## config.mk

```make
export PLATFORM = sky130hd
export DESIGN_NAME = cpu_exc_arbiter
export DESIGN_NICKNAME = d
export VERILOG_FILES = /design/src/rtl/cpu_exc_arbiter.sv
export SDC_FILE = /design/constraint.sdc
export NUM_CORES = 1
export LEC_CHECK = 0
export BUFFER_PORTS_ARGS = -buffer_cell sky130_fd_sc_hd__buf_2
export CORE_MARGIN = 2
export CORE_UTILIZATION = 51
export DETAILED_ROUTE_END_ITERATION = 8
export GPL_TIMING_DRIVEN = 0
export PLACE_DENSITY_LB_ADDON = 0.3
export SYNTH_ARGS = -nofsm -noshare
export SYNTH_HDL_FRONTEND = slang
export SYNTH_SLANG_ARGS = --single-unit
```

## constraint.sdc

```tcl
create_clock -name clk -period 2.9 [get_ports clk]
set_input_delay 0.29 -clock clk [delete_from_list [all_inputs] [get_ports clk]]
set_output_delay 0.29 -clock clk [all_outputs]
set_load 0.05 [all_outputs]
```

## src/rtl/cpu_exc_arbiter.sv

```systemverilog
module cpu_exc_arbiter #(
  parameter int VW       = 8,
  parameter int VEC_RST  = 0,
  parameter int VEC_ILL  = 4,
  parameter int VEC_TRC  = 5,
  parameter int VEC_DT   = 6,
  parameter int VEC_IRQ  = 16,
  parameter int VEC_TRAP = 8
) (
  input  logic          clk,
  input  logic          res_n,
  input  logic          wdt_ovf,
  input  logic          ill_op,
  input  logic          trace_bit,
  input  logic [1:0]    icm,
  input  logic          dt_req,
  input  logic          irq_req,
  input  logic          trap_req,
  input  logic [2:0]    ret_op,
  input  logic          ret_vld,
  input  logic          exc_ack,
  output logic          exc_start,
  output logic [5:0]    exc_sel,
  output logic [VW-1:0] exc_vec
);

  localparam logic [2:0] OP_RTE = 3'd5;

  logic p_rst, p_ill, p_dt, p_trap, busy, after_rst;
  logic [5:0] cand, grant;
  logic [VW-1:0] gvec;

  wire trc_ok = ret_vld && trace_bit && (icm == 2'd2) && (ret_op != OP_RTE);
  wire irq_blk = (ret_op >= 3'd1) && (ret_op <= 3'd4);
  wire irq_ok = ret_vld && irq_req && !irq_blk && !after_rst;
  wire dt_ok = ret_vld && (p_dt || dt_req);

  assign cand  = {p_trap | trap_req, irq_ok, dt_ok, trc_ok, p_ill | ill_op, p_rst | wdt_ovf};
  assign grant = busy ? 6'b0 : (cand & (~cand + 6'd1));

  always_comb begin
    case (grant)
      6'b000001: gvec = VW'(VEC_RST);
      6'b000010: gvec = VW'(VEC_ILL);
      6'b000100: gvec = VW'(VEC_TRC);
      6'b001000: gvec = VW'(VEC_DT);
      6'b010000: gvec = VW'(VEC_IRQ);
      6'b100000: gvec = VW'(VEC_TRAP);
      default:   gvec = '0;
    endcase
  end

  always_ff @(posedge clk or negedge res_n) begin
    if (!res_n) begin
      p_rst     <= 1'b1;
      p_ill     <= 1'b0;
      p_dt      <= 1'b0;
      p_trap    <= 1'b0;
      busy      <= 1'b0;
      after_rst <= 1'b0;
      exc_start <= 1'b0;
      exc_sel   <= '0;
      exc_vec   <= '0;
    end else begin
      exc_start <= |grant;
      p_rst  <= p_rst | wdt_ovf;
      p_ill  <= (p_ill | ill_op) & ~grant[0];
      p_dt   <= (p_dt | dt_req) & ~grant[0];
      p_trap <= (p_trap | trap_req) & ~grant[0];
      if (ret_vld && !busy) after_rst <= 1'b0;
      if (busy && exc_ack) begin
        busy    <= 1'b0;
        exc_sel <= '0;
        exc_vec <= '0;
        if (exc_sel[0]) begin
          p_rst     <= 1'b0;
          after_rst <= 1'b1;
        end
        if (exc_sel[1]) p_ill  <= 1'b0;
        if (exc_sel[3]) p_dt   <= 1'b0;
        if (exc_sel[5]) p_trap <= 1'b0;
      end else if (|grant) begin
        busy    <= 1'b1;
        exc_sel <= grant;
        exc_vec <= gvec;
      end
    end
  end

  AST_SEL_ONEHOT: assert property (@(posedge clk) disable iff (!res_n) $onehot0(exc_sel));
  AST_START_HAS_SEL: assert property (@(posedge clk) disable iff (!res_n) exc_start |-> $countones(exc_sel) == 1);
  AST_START_PULSE: assert property (@(posedge clk) disable iff (!res_n) exc_start |=> !exc_start);
  AST_SEL_HOLD: assert property (@(posedge clk) disable iff (!res_n) ((|exc_sel) && !exc_ack) |=> ($stable(exc_sel) && $stable(exc_vec)));
  AST_TRACE_GATE: assert property (@(posedge clk) disable iff (!res_n)
    (exc_start && exc_sel[2]) |-> ($past(ret_vld) && $past(trace_bit) && $past(icm) == 2'd2 && $past(ret_op) != OP_RTE));
  AST_IRQ_GATE: assert property (@(posedge clk) disable iff (!res_n)
    (exc_start && exc_sel[4]) |-> ($past(ret_vld) && ($past(ret_op) == 3'd0 || $past(ret_op) > 3'd4)));

endmodule

```

==> results.py, run 1 <==
metrics = {
    "outcome": {
        "status": "completed",
    },
    "logic_synthesis": {
        "netlist_area_um2": 831,
        "synth_seq_area_share": 0.544,
        "yosys_warnings": 0,
        "post_synth.cell_area_avg_um2": 10.4,
        "synthTopCellsByCount": "dfrtp_1 (17), nor2_1 (7), o21ai_0 (6), nand2_1 (5), nor3_1 (5)",
        "ys_types": 30,
        "yosysMostFrequentCell": "dfrtp_1",
        "async_reset_ff_frac": 1.00,
        "synth_ff_type": "dfrtp_1",
        "yosysTopAreaCell": "dfrtp_1",
        "yosys-top-cells-area": "dfrtp_1 (51%), o21ai_0 (3.6%), a21o_1 (3.6%)",
        "synth_enable_flop_cells": 0,
        "synthCells": 80,
        "ys_ff_latch": 18,
        "synth_top_area_frac": 0.512,
    },
    "global_route": {
        "use_met1": 0.247,
        "grt.met2_usage": 0.315,
        "grt.overflow.total": 0,
        "grt_pass1_wl_um": 2730,
        "grt_max_degree": 19,
        "grtUsageTotal": 0.197,
        "grt-busiest-layer": "met2",
        "grt_pass1_vias": 644,
        "met3_usage": 0.0490,
        "antenna_found_initial": 0,
    },
    "layout": {
        "n_fill_cell": 133,
        "finalNetCount": 129,
        "multiInputGateArea_um2": 349,
        "syn2layout_area_growth_pct": 23.3,
        "n_antenna_cell": 0,
        "regArea_um2": 452,
        "drive_above_1_share": 0.319,
    },
    "clocking": {
        "clk_latency_ns": 0.29,
        "clock_path_buffers": 2,
        "cts_resized": 0,
        "root_buffer": "clkbuf_4",
        "path_clk_slew_ns": 0.10,
        "numClockSinks": 18,
        "cts_tree": "done",
        "cts_max_level": 1,
        "cts_made_buffers": 3,
    },
    "sta": {
        "maxSlewHeadroom": 0.609,
        "setup_viol": 0,
        "fmaxAchievable_mhz": 627,
        "fin_crit_sh": 0.550,
        "skew_ns": 0.00396,
        "tightest_slew_ns": 0.581,
        "timing.final.max_slew_violations": 0,
        "fin_crit_ns": 1.60,
        "setup-tns-final_ns": 0,
        "setup_ws_ns": 1.30,
        "final_hold_viol_count": 0,
        "grt_setup_unrepaired": "false",
    },
    "min_path": {
        "whs_path_depth": 2,
        "worstHoldStart": "exc_ack",
        "hp-class": "in -> reg",
        "min_to": "p_rst$_DFF_PN1_",
    },
    "worst_setup_path": {
        "cp.required_ns": 3.14,
        "regToRegSetupSlack_ns": 1.30,
        "rr_startpoint": "p_dt$_DFF_PN0_",
        "cp-end-kind": "flop",
        "start_kind": "flop",
        "criticalPathCategory": "reg -> reg",
        "crit_path_top_delay_cell": "o21ai_0",
        "slowest_delay_ns": 0.47,
        "path_max_fanout": 6,
        "rr_endpoint": "exc_vec[2]$_DFFE_PN0P_",
        "critPathArrivalTime_ns": 1.83,
        "path_cells": "o21ai_0, o2111a_1, a21o_2, a22o_1",
        "rr_worst_depth": 4,
    },
    "drt": {
        "vias": 731,
        "final_antenna_net_count": 0,
        "wire_per_inst_um": 13.5,
        "vias_per_cell": 5.67,
        "drt-initial-drc-count": 13,
        "drtPass1Iterations": 4,
        "totalWireLength_um": 1740,
        "drc": 0,
    },
    "power_and_ir_drop": {
        "p_per_area_mw_per_mm2": 490,
        "p_leak_nw": 0.539,
        "peakVddDrop_v": 0.000334,
    },
    "floorplanning": {
        "core_region_area_mm2": 0.00152,
        "die-area_mm2": 0.00197,
        "die_w_um": 44.4,
        "initial_core_util": 0.545,
        "die_h_um": 44.4,
        "io_pins": 30,
        "rows": 14,
    },
    "job": {
        "cap_violations": 0,
    },
    "placed_design": {
        "place.gp.congestion": 0.878,
        "dp_slack_ns": 1.09,
        "dp_hpwl_um": 1300,
        "portBuffers": 26,
    },
}
## cells in the final DEF (no fill, tap or decap), types with 2 or more instances in the layout
cell type and n:
nand4b_1 2, a21oi_1 4, nor2_1 7, nor3_1 5
or3_1 2, nand2_1 5, nor2b_1 2, dfrtp_1 17
a311oi_1 3, conb_1 3, inv_1 3, o21ai_0 6
clkbuf_4 3, a21o_1 4, clkbuf_1 2, buf_4 3
buf_2 26
## cell families after synthesis
logic type | after synthesis | synth area share
other cells | 1 | 0.00451
buf+inv | 7 | 0.0452
simple gates | 28 | 0.185
flops | 18 | 0.544
compound gates | 26 | 0.221
## power by group
group,internal (mW),switching (mW),leakage (nW)
combinational,0.0312,0.0610,0.292
sequential,0.268,0.0119,0.232
clock,0.0536,0.0763,0.0150
## critical path, delay by kind of cell, from the launching register on
| kind | cells | cell delay [ns] |
|---|---|---|
| compound gates | 4 | 1.14 |
| flops | 1 | 0.38 |
## metal layers
metal / routed length (µm) / part of all wire
met5: 0 / 0
met4: 23 / 0.013
met3: 108 / 0.062
met2: 829 / 0.48
met1: 776 / 0.45
## what timing repair did
item                      4_1_cts  5_1_grt
hold endpoints to repair       17        0
setup buffers                   0        0
hold buffers                    1        0
## state kept, by name, summed over array words and instances (netlist names)
register / count
exc_vec: 5
p_rst: 1
after_rst: 1
p_dt: 1
p_trap: 1
exc_sel: 6
exc_start: 1
p_ill: 1
busy: 1
## worst max path at each step
stage / end / depth (start not counted) / from / slack, ns
after floorplan: exc_sel[0]$_DFFE_PN0P_ / 4 / ret_op[1] / 1.26
after global placement: exc_sel[0]$_DFFE_PN0P_ / 5 / ret_op[1] / 1.09
after detailed placement: exc_sel[0]$_DFFE_PN0P_ / 5 / ret_op[1] / 1.09
after CTS: exc_vec[2]$_DFFE_PN0P_ / 4 / p_dt$_DFF_PN0_ / 1.33
after global routing: exc_vec[2]$_DFFE_PN0P_ / 4 / p_dt$_DFF_PN0_ / 1.21
final: exc_vec[2]$_DFFE_PN0P_ / 4 / p_dt$_DFF_PN0_ / 1.30
## stage by stage
| stage | hold WS (ns) | power [mW] | area (µm²) | util | instances |
|---|---|---|---|---|---|
| finish | 0.259 | 0.502 | 1020 | 0.672 | 129 |
| global route | 0.271 | 0.524 | 1020 | 0.672 | 129 |
| CTS | 0.253 | 0.507 | 1020 | 0.672 | 129 |
| detailed placement | 0.240 | 0.376 | 988 | 0.649 | 124 |
| global placement | 0.229 | 0.374 | 988 | 0.649 | 124 |
| floorplan | -0.00559 | 0.344 | 838 | - | 82 |
## layout make-up
type                            instances  share of cell area
Multi-Input combinational cell         57               0.341
Timing Repair Buffer                   27               0.137
Inverter                                3              0.0110
Sequential cell                        18               0.441
Tap cell                               16              0.0195
Clock buffer                            4              0.0256
Buffer                                  4              0.0256
(Power assumes the default switching activity.)
==> inputs of run 2 (changes only) <==
--- a/config.mk
+++ b/config.mk
@@ -7,7 +7,7 @@
 export LEC_CHECK = 0
 export BUFFER_PORTS_ARGS = -buffer_cell sky130_fd_sc_hd__buf_2
 export CORE_MARGIN = 2
-export CORE_UTILIZATION = 51
+export CORE_UTILIZATION = 47
 export DETAILED_ROUTE_END_ITERATION = 8
 export GPL_TIMING_DRIVEN = 0
 export PLACE_DENSITY_LB_ADDON = 0.3
==> constraint.sdc (replaced) <==
create_clock -name clk -period 1.6 [get_ports clk]
set_input_delay 0.16 -clock clk [delete_from_list [all_inputs] [get_ports clk]]
set_output_delay 0.16 -clock clk [all_outputs]
set_load 0.05 [all_outputs]
==> results.py, run 2 (same netlist as run 1, synthesis figures left out) <==
metrics = {
    "floorplanning": {
        "die_h_um": 46.0,
        "io_pins": 30,
        "die-area_mm2": 0.00212,
        "initial_core_util": 0.492,
        "die_w_um": 46.0,
        "rows": 15,
        "core_region_area_mm2": 0.00169,
    },
    "clocking": {
        "cts_made_buffers": 3,
        "root_buffer": "clkbuf_4",
        "clock_path_buffers": 2,
        "postCtsSetupBuffers": 0,
        "numClockSinks": 18,
        "cts_tree": "done",
        "clk_latency_ns": 0.30,
        "path_clk_slew_ns": 0.10,
        "cts_max_level": 1,
    },
    "drt": {
        "final_antenna_net_count": 0,
        "wire_per_inst_um": 14.2,
        "vias_per_cell": 5.58,
        "drtPass1Iterations": 4,
        "drc": 0,
        "vias": 726,
        "drt-initial-drc-count": 19,
        "totalWireLength_um": 1840,
    },
    "layout": {
        "n_fill_cell": 156,
        "largest_reg_flops": 6,
        "final_core_util": 0.615,
        "mostFrequentLayoutCells": "buf_2 (26), dfrtp_1 (17), nor2_1 (7)",
        "drive_above_1_share": 0.336,
        "layout_commonest_cell": "buf_2",
        "finalNetCount": 129,
        "n_antenna_cell": 0,
        "largest_register": "exc_sel",
        "largest_registers": "exc_sel (6), exc_vec (5)",
        "syn2layout_area_growth_pct": 25.0,
    },
    "worst_setup_path": {
        "critPathLaunch": "p_ill$_DFF_PN0_",
        "crit_path_top_delay_cell": "dfrtp_1",
        "cp.required_ns": 1.83,
        "slowest_delay_ns": 0.41,
        "path_max_fanout": 4,
        "critPathArrivalTime_ns": 1.72,
        "criticalPathCategory": "reg -> reg",
        "cp-end-kind": "flop",
        "path_cells": "nor4_1, o2111a_1, a21o_2, a22o_1",
        "start_kind": "flop",
        "rr_startpoint": "p_ill$_DFF_PN0_",
    },
    "power_and_ir_drop": {
        "p_per_area_mw_per_mm2": 921,
        "clkPwrFrac": 0.292,
        "p_leak_nw": 0.547,
        "netSwitchingFraction": 0.288,
        "power_frac_seq": 0.530,
        "peakVddDrop_v": 0.000602,
        "p_sw_mw": 0.275,
        "p_int_mw": 0.681,
        "combPwrFrac": 0.178,
    },
    "sta": {
        "setup_viol": 0,
        "skew_ns": 0.00270,
        "fin_crit_sh": 0.929,
        "fmaxAchievable_mhz": 673,
        "timing.final.max_slew_violations": 0,
        "whs_ns": 0.141,
        "final_hold_viol_count": 0,
        "fin_crit_ns": 1.49,
        "grt_setup_unrepaired": "false",
    },
    "global_route": {
        "grt_max_degree": 19,
        "grt.overflow.total": 0,
        "antenna_found_initial": 0,
        "grtUsageTotal": 0.191,
        "grt_pass1_vias": 637,
        "grt_pass1_wl_um": 2810,
    },
    "placed_design": {
        "place.gp.congestion": 0.861,
        "portBuffers": 26,
        "dp_hpwl_um": 1360,
    },
    "min_path": {
        "worstHoldStart": "exc_ack",
        "hp-class": "in -> reg",
    },
    "outcome": {
        "status": "completed",
    },
    "job": {
        "cap_violations": 0,
    },
}
[run 2: cell count changes in the layout (fill, tap and decap cells not counted)]
cell      previous run  this run
clkbuf_1             2         1
nor2b_1              2         1
o21ai_0              6         5
clkbuf_8             0         1
o21ai_1              0         1
nor2b_2              0         1
[run 2: power by group through the flow]
| stage | Sequential (mW) | Clock (mW) | Combinational, mW |
|---|---|---|---|
| finish | 0.507 | 0.280 | 0.170 |
| global route | 0.513 | 0.306 | 0.188 |
| CTS | 0.507 | 0.288 | 0.169 |
| detailed placement | 0.516 | 0 | 0.167 |
| global placement | 0.514 | 0 | 0.163 |
| floorplan | 0.541 | 0 | 0.0818 |
[run 2: repair_timing]
item | in CTS | in global routing
setup endpoints to repair | 0 | 8
hold buffers | 1 | 0
endpoints found under the hold margin | 17 | 0
resized for setup | 0 | 2
[run 2: cell type report]
class	instances	area [µm²]	share of cell area
Sequential cell	18	452	0.435
Multi-Input combinational cell	57	352	0.339
Timing Repair Buffer	27	140	0.135
Clock buffer	4	36.3	0.0349
Buffer	4	26.3	0.0253
Tap cell	17	21.3	0.0205
Inverter	3	11.3	0.0108
[run 2: final timing paths]
kind	end	slack, ns	cells after the start
hold / removal	p_rst$_DFF_PN1_	0.14	2
setup / recovery	exc_vec[2]$_DFFE_PN0P_	0.11	4
max in group asynchronous	p_rst$_DFF_PN1_	0.97	2
min in group asynchronous	exc_vec[3]$_DFFE_PN0P_	0.31	2
hold reg to reg	exc_sel[4]$_DFFE_PN0P_	0.49	1
setup reg to reg	exc_vec[2]$_DFFE_PN0P_	0.11	4
[run 2: metal layers]
layer  vias up  global-route usage  share of wire
li1        356                   -              -
met1       346               0.249           0.44
met2        19               0.300           0.49
met3         5              0.0397          0.049
met4         0              0.0857          0.022
met5         -                   0              0
[run 2: critical path, delay by kind of cell, from the launching register on]
kind / cells / cell delay [ns]
compound gates: 3 / 0.64
flops: 1 / 0.41
simple gates: 1 / 0.37
[run 2: through the flow]
step                      TNS, ns  cell area (µm²)  instances  power, mW  setup slack (ns)
final                           0             1040        130      0.956             0.114
after detailed placement   -0.188              990        125      0.683           -0.0821
after floorplan                 0              838         82      0.623            0.0944
after global routing            0             1040        130       1.01            0.0380
after global placement     -0.129              990        125      0.678           -0.0796
after CTS                       0             1040        130      0.965           0.00799
==> inputs of run 3 (changes only) <==
==> constraint.sdc (replaced) <==
create_clock -name clk -period 1.7 [get_ports clk]
set_input_delay 0.17 -clock clk [delete_from_list [all_inputs] [get_ports clk]]
set_output_delay 0.17 -clock clk [all_outputs]
set_load 0.05 [all_outputs]
==> results.py, run 3 (same netlist as run 1, synthesis figures left out) <==
metrics = {
    "outcome": {
        "status": "completed",
    },
    "sta": {
        "fin_crit_sh": 0.917,
        "fmaxAchievable_mhz": 641,
        "final_hold_viol_count": 0,
        "whs_ns": 0.139,
        "grt_setup_unrepaired": "false",
        "skew_ns": 0.00255,
        "setup-tns-final_ns": 0,
        "fin_crit_ns": 1.56,
        "timing.final.max_slew_violations": 0,
        "setup_viol": 0,
    },
    "placed_design": {
        "portBuffers": 26,
        "dp_hpwl_um": 1360,
        "place.gp.congestion": 0.861,
    },
    "floorplanning": {
        "die_h_um": 46.0,
        "die_w_um": 46.0,
        "io_pins": 30,
        "core_region_area_mm2": 0.00169,
        "rows": 15,
        "die-area_mm2": 0.00212,
        "initial_core_util": 0.492,
    },
    "clocking": {
        "cts_max_level": 1,
        "postCtsSetupBuffers": 0,
        "cts_tree": "done",
        "path_clk_slew_ns": 0.10,
        "root_buffer": "clkbuf_4",
        "clock_path_buffers": 2,
        "clk_latency_ns": 0.30,
        "cts_made_buffers": 3,
        "numClockSinks": 18,
    },
    "layout": {
        "layout_commonest_cell": "buf_2",
        "syn2layout_area_growth_pct": 24.7,
        "finalNetCount": 129,
        "n_antenna_cell": 0,
        "drive_above_1_share": 0.327,
        "largest_registers": "exc_sel (6), exc_vec (5)",
        "mostFrequentLayoutCells": "buf_2 (26), dfrtp_1 (17), nor2_1 (7)",
        "largest_reg_flops": 6,
        "largest_register": "exc_sel",
    },
    "power_and_ir_drop": {
        "power_frac_seq": 0.530,
        "p_int_mw": 0.641,
        "p_per_area_mw_per_mm2": 868,
        "p_leak_nw": 0.545,
        "clkPwrFrac": 0.293,
        "peakVddDrop_v": 0.000566,
        "netSwitchingFraction": 0.288,
        "combPwrFrac": 0.177,
        "p_sw_mw": 0.259,
    },
    "drt": {
        "wire_per_inst_um": 14.1,
        "drc": 0,
        "drtPass1Iterations": 4,
        "final_antenna_net_count": 0,
        "drt-initial-drc-count": 27,
        "totalWireLength_um": 1840,
        "vias_per_cell": 5.61,
        "vias": 729,
    },
    "worst_setup_path": {
        "path_max_fanout": 10,
        "start_kind": "flop",
        "cp-end-kind": "flop",
        "critical_path.endpoint": "exc_vec[2]$_DFFE_PN0P_",
        "rr_endpoint": "exc_vec[2]$_DFFE_PN0P_",
        "regToRegSetupSlack_ns": 0.14,
        "rr_worst_depth": 4,
        "critPathLaunch": "busy$_DFFE_PN0P_",
        "criticalPathCategory": "reg -> reg",
        "rr_startpoint": "busy$_DFFE_PN0P_",
        "cp.required_ns": 1.93,
        "critPathArrivalTime_ns": 1.79,
    },
    "global_route": {
        "grt.overflow.total": 0,
        "grt_max_degree": 19,
        "grt_pass1_wl_um": 2810,
        "antenna_found_initial": 0,
        "grtUsageTotal": 0.191,
        "grt_pass1_vias": 637,
    },
    "job": {
        "cap_violations": 0,
    },
    "min_path": {
        "hp-class": "in -> reg",
        "worstHoldStart": "exc_ack",
    },
}
## run 3: cell type report
cell class	count	area (µm²)
fill	157	653
timing repair buffer	27	140
tap	17	21.3
buffer	4	26.3
inverter	3	11.3
clock buffer	4	36.3
multi-input combinational	57	349
sequential	18	452
## run 3: per-stage QoR
stage                     cells  instance area [µm²]  total power, mW  utilization  setup slack (ns)
final                       130                 1040            0.900        0.613             0.141
after global routing        130                 1040            0.946        0.613            0.0427
after CTS                   130                 1040            0.908        0.613             0.108
after detailed placement    125                  990            0.643        0.586           0.00786
after global placement      125                  990            0.638        0.586            0.0104
after floorplan              82                  838            0.587            -             0.184
## run 3: routing by layer
layer | up-vias | GRT usage | share of wire
li1 | 356 | - | -
met3 | 5 | 0.0397 | 0.052
met1 | 347 | 0.249 | 0.44
met2 | 21 | 0.300 | 0.49
met4 | 0 | 0.0857 | 0.022
met5 | - | 0 | 0
## run 3: what timing repair did
| item | in CTS | in global routing |
|---|---|---|
| setup endpoints to repair | 0 | 2 |
| gates resized for setup | 0 | 1 |
| hold endpoints to repair | 17 | 0 |
| hold buffers | 1 | 0 |
## run 3: worst min path at each step
| stage | to | slack [ns] | cells after the start |
|---|---|---|---|
| after global routing | p_rst$_DFF_PN1_ | 0.16 | 2 |
| final | p_rst$_DFF_PN1_ | 0.14 | 2 |
| after detailed placement | exc_vec[3]$_DFFE_PN0P_ | 0.12 | 1 |
| after CTS | p_rst$_DFF_PN1_ | 0.12 | 2 |
| after global placement | exc_vec[3]$_DFFE_PN0P_ | 0.11 | 1 |
| after floorplan | after_rst$_DFF_PN0_ | -0.13 | 0 |
## run 3: power groups by stage
stage / Sequential, mW / Clock [mW] / Combinational [mW]
after floorplan: 0.510 / 0 / 0.0770
after global placement: 0.484 / 0 / 0.154
after detailed placement: 0.486 / 0 / 0.157
after CTS: 0.477 / 0.271 / 0.159
after global routing: 0.482 / 0.288 / 0.176
final: 0.477 / 0.263 / 0.159
## run 3: critical path: stages, from the launching register on
cell	delay, ns
dfrtp_1	0.36
clkbuf_1	0.35
nor2b_1	0.45
a21o_2	0.19
a22o_1	0.14
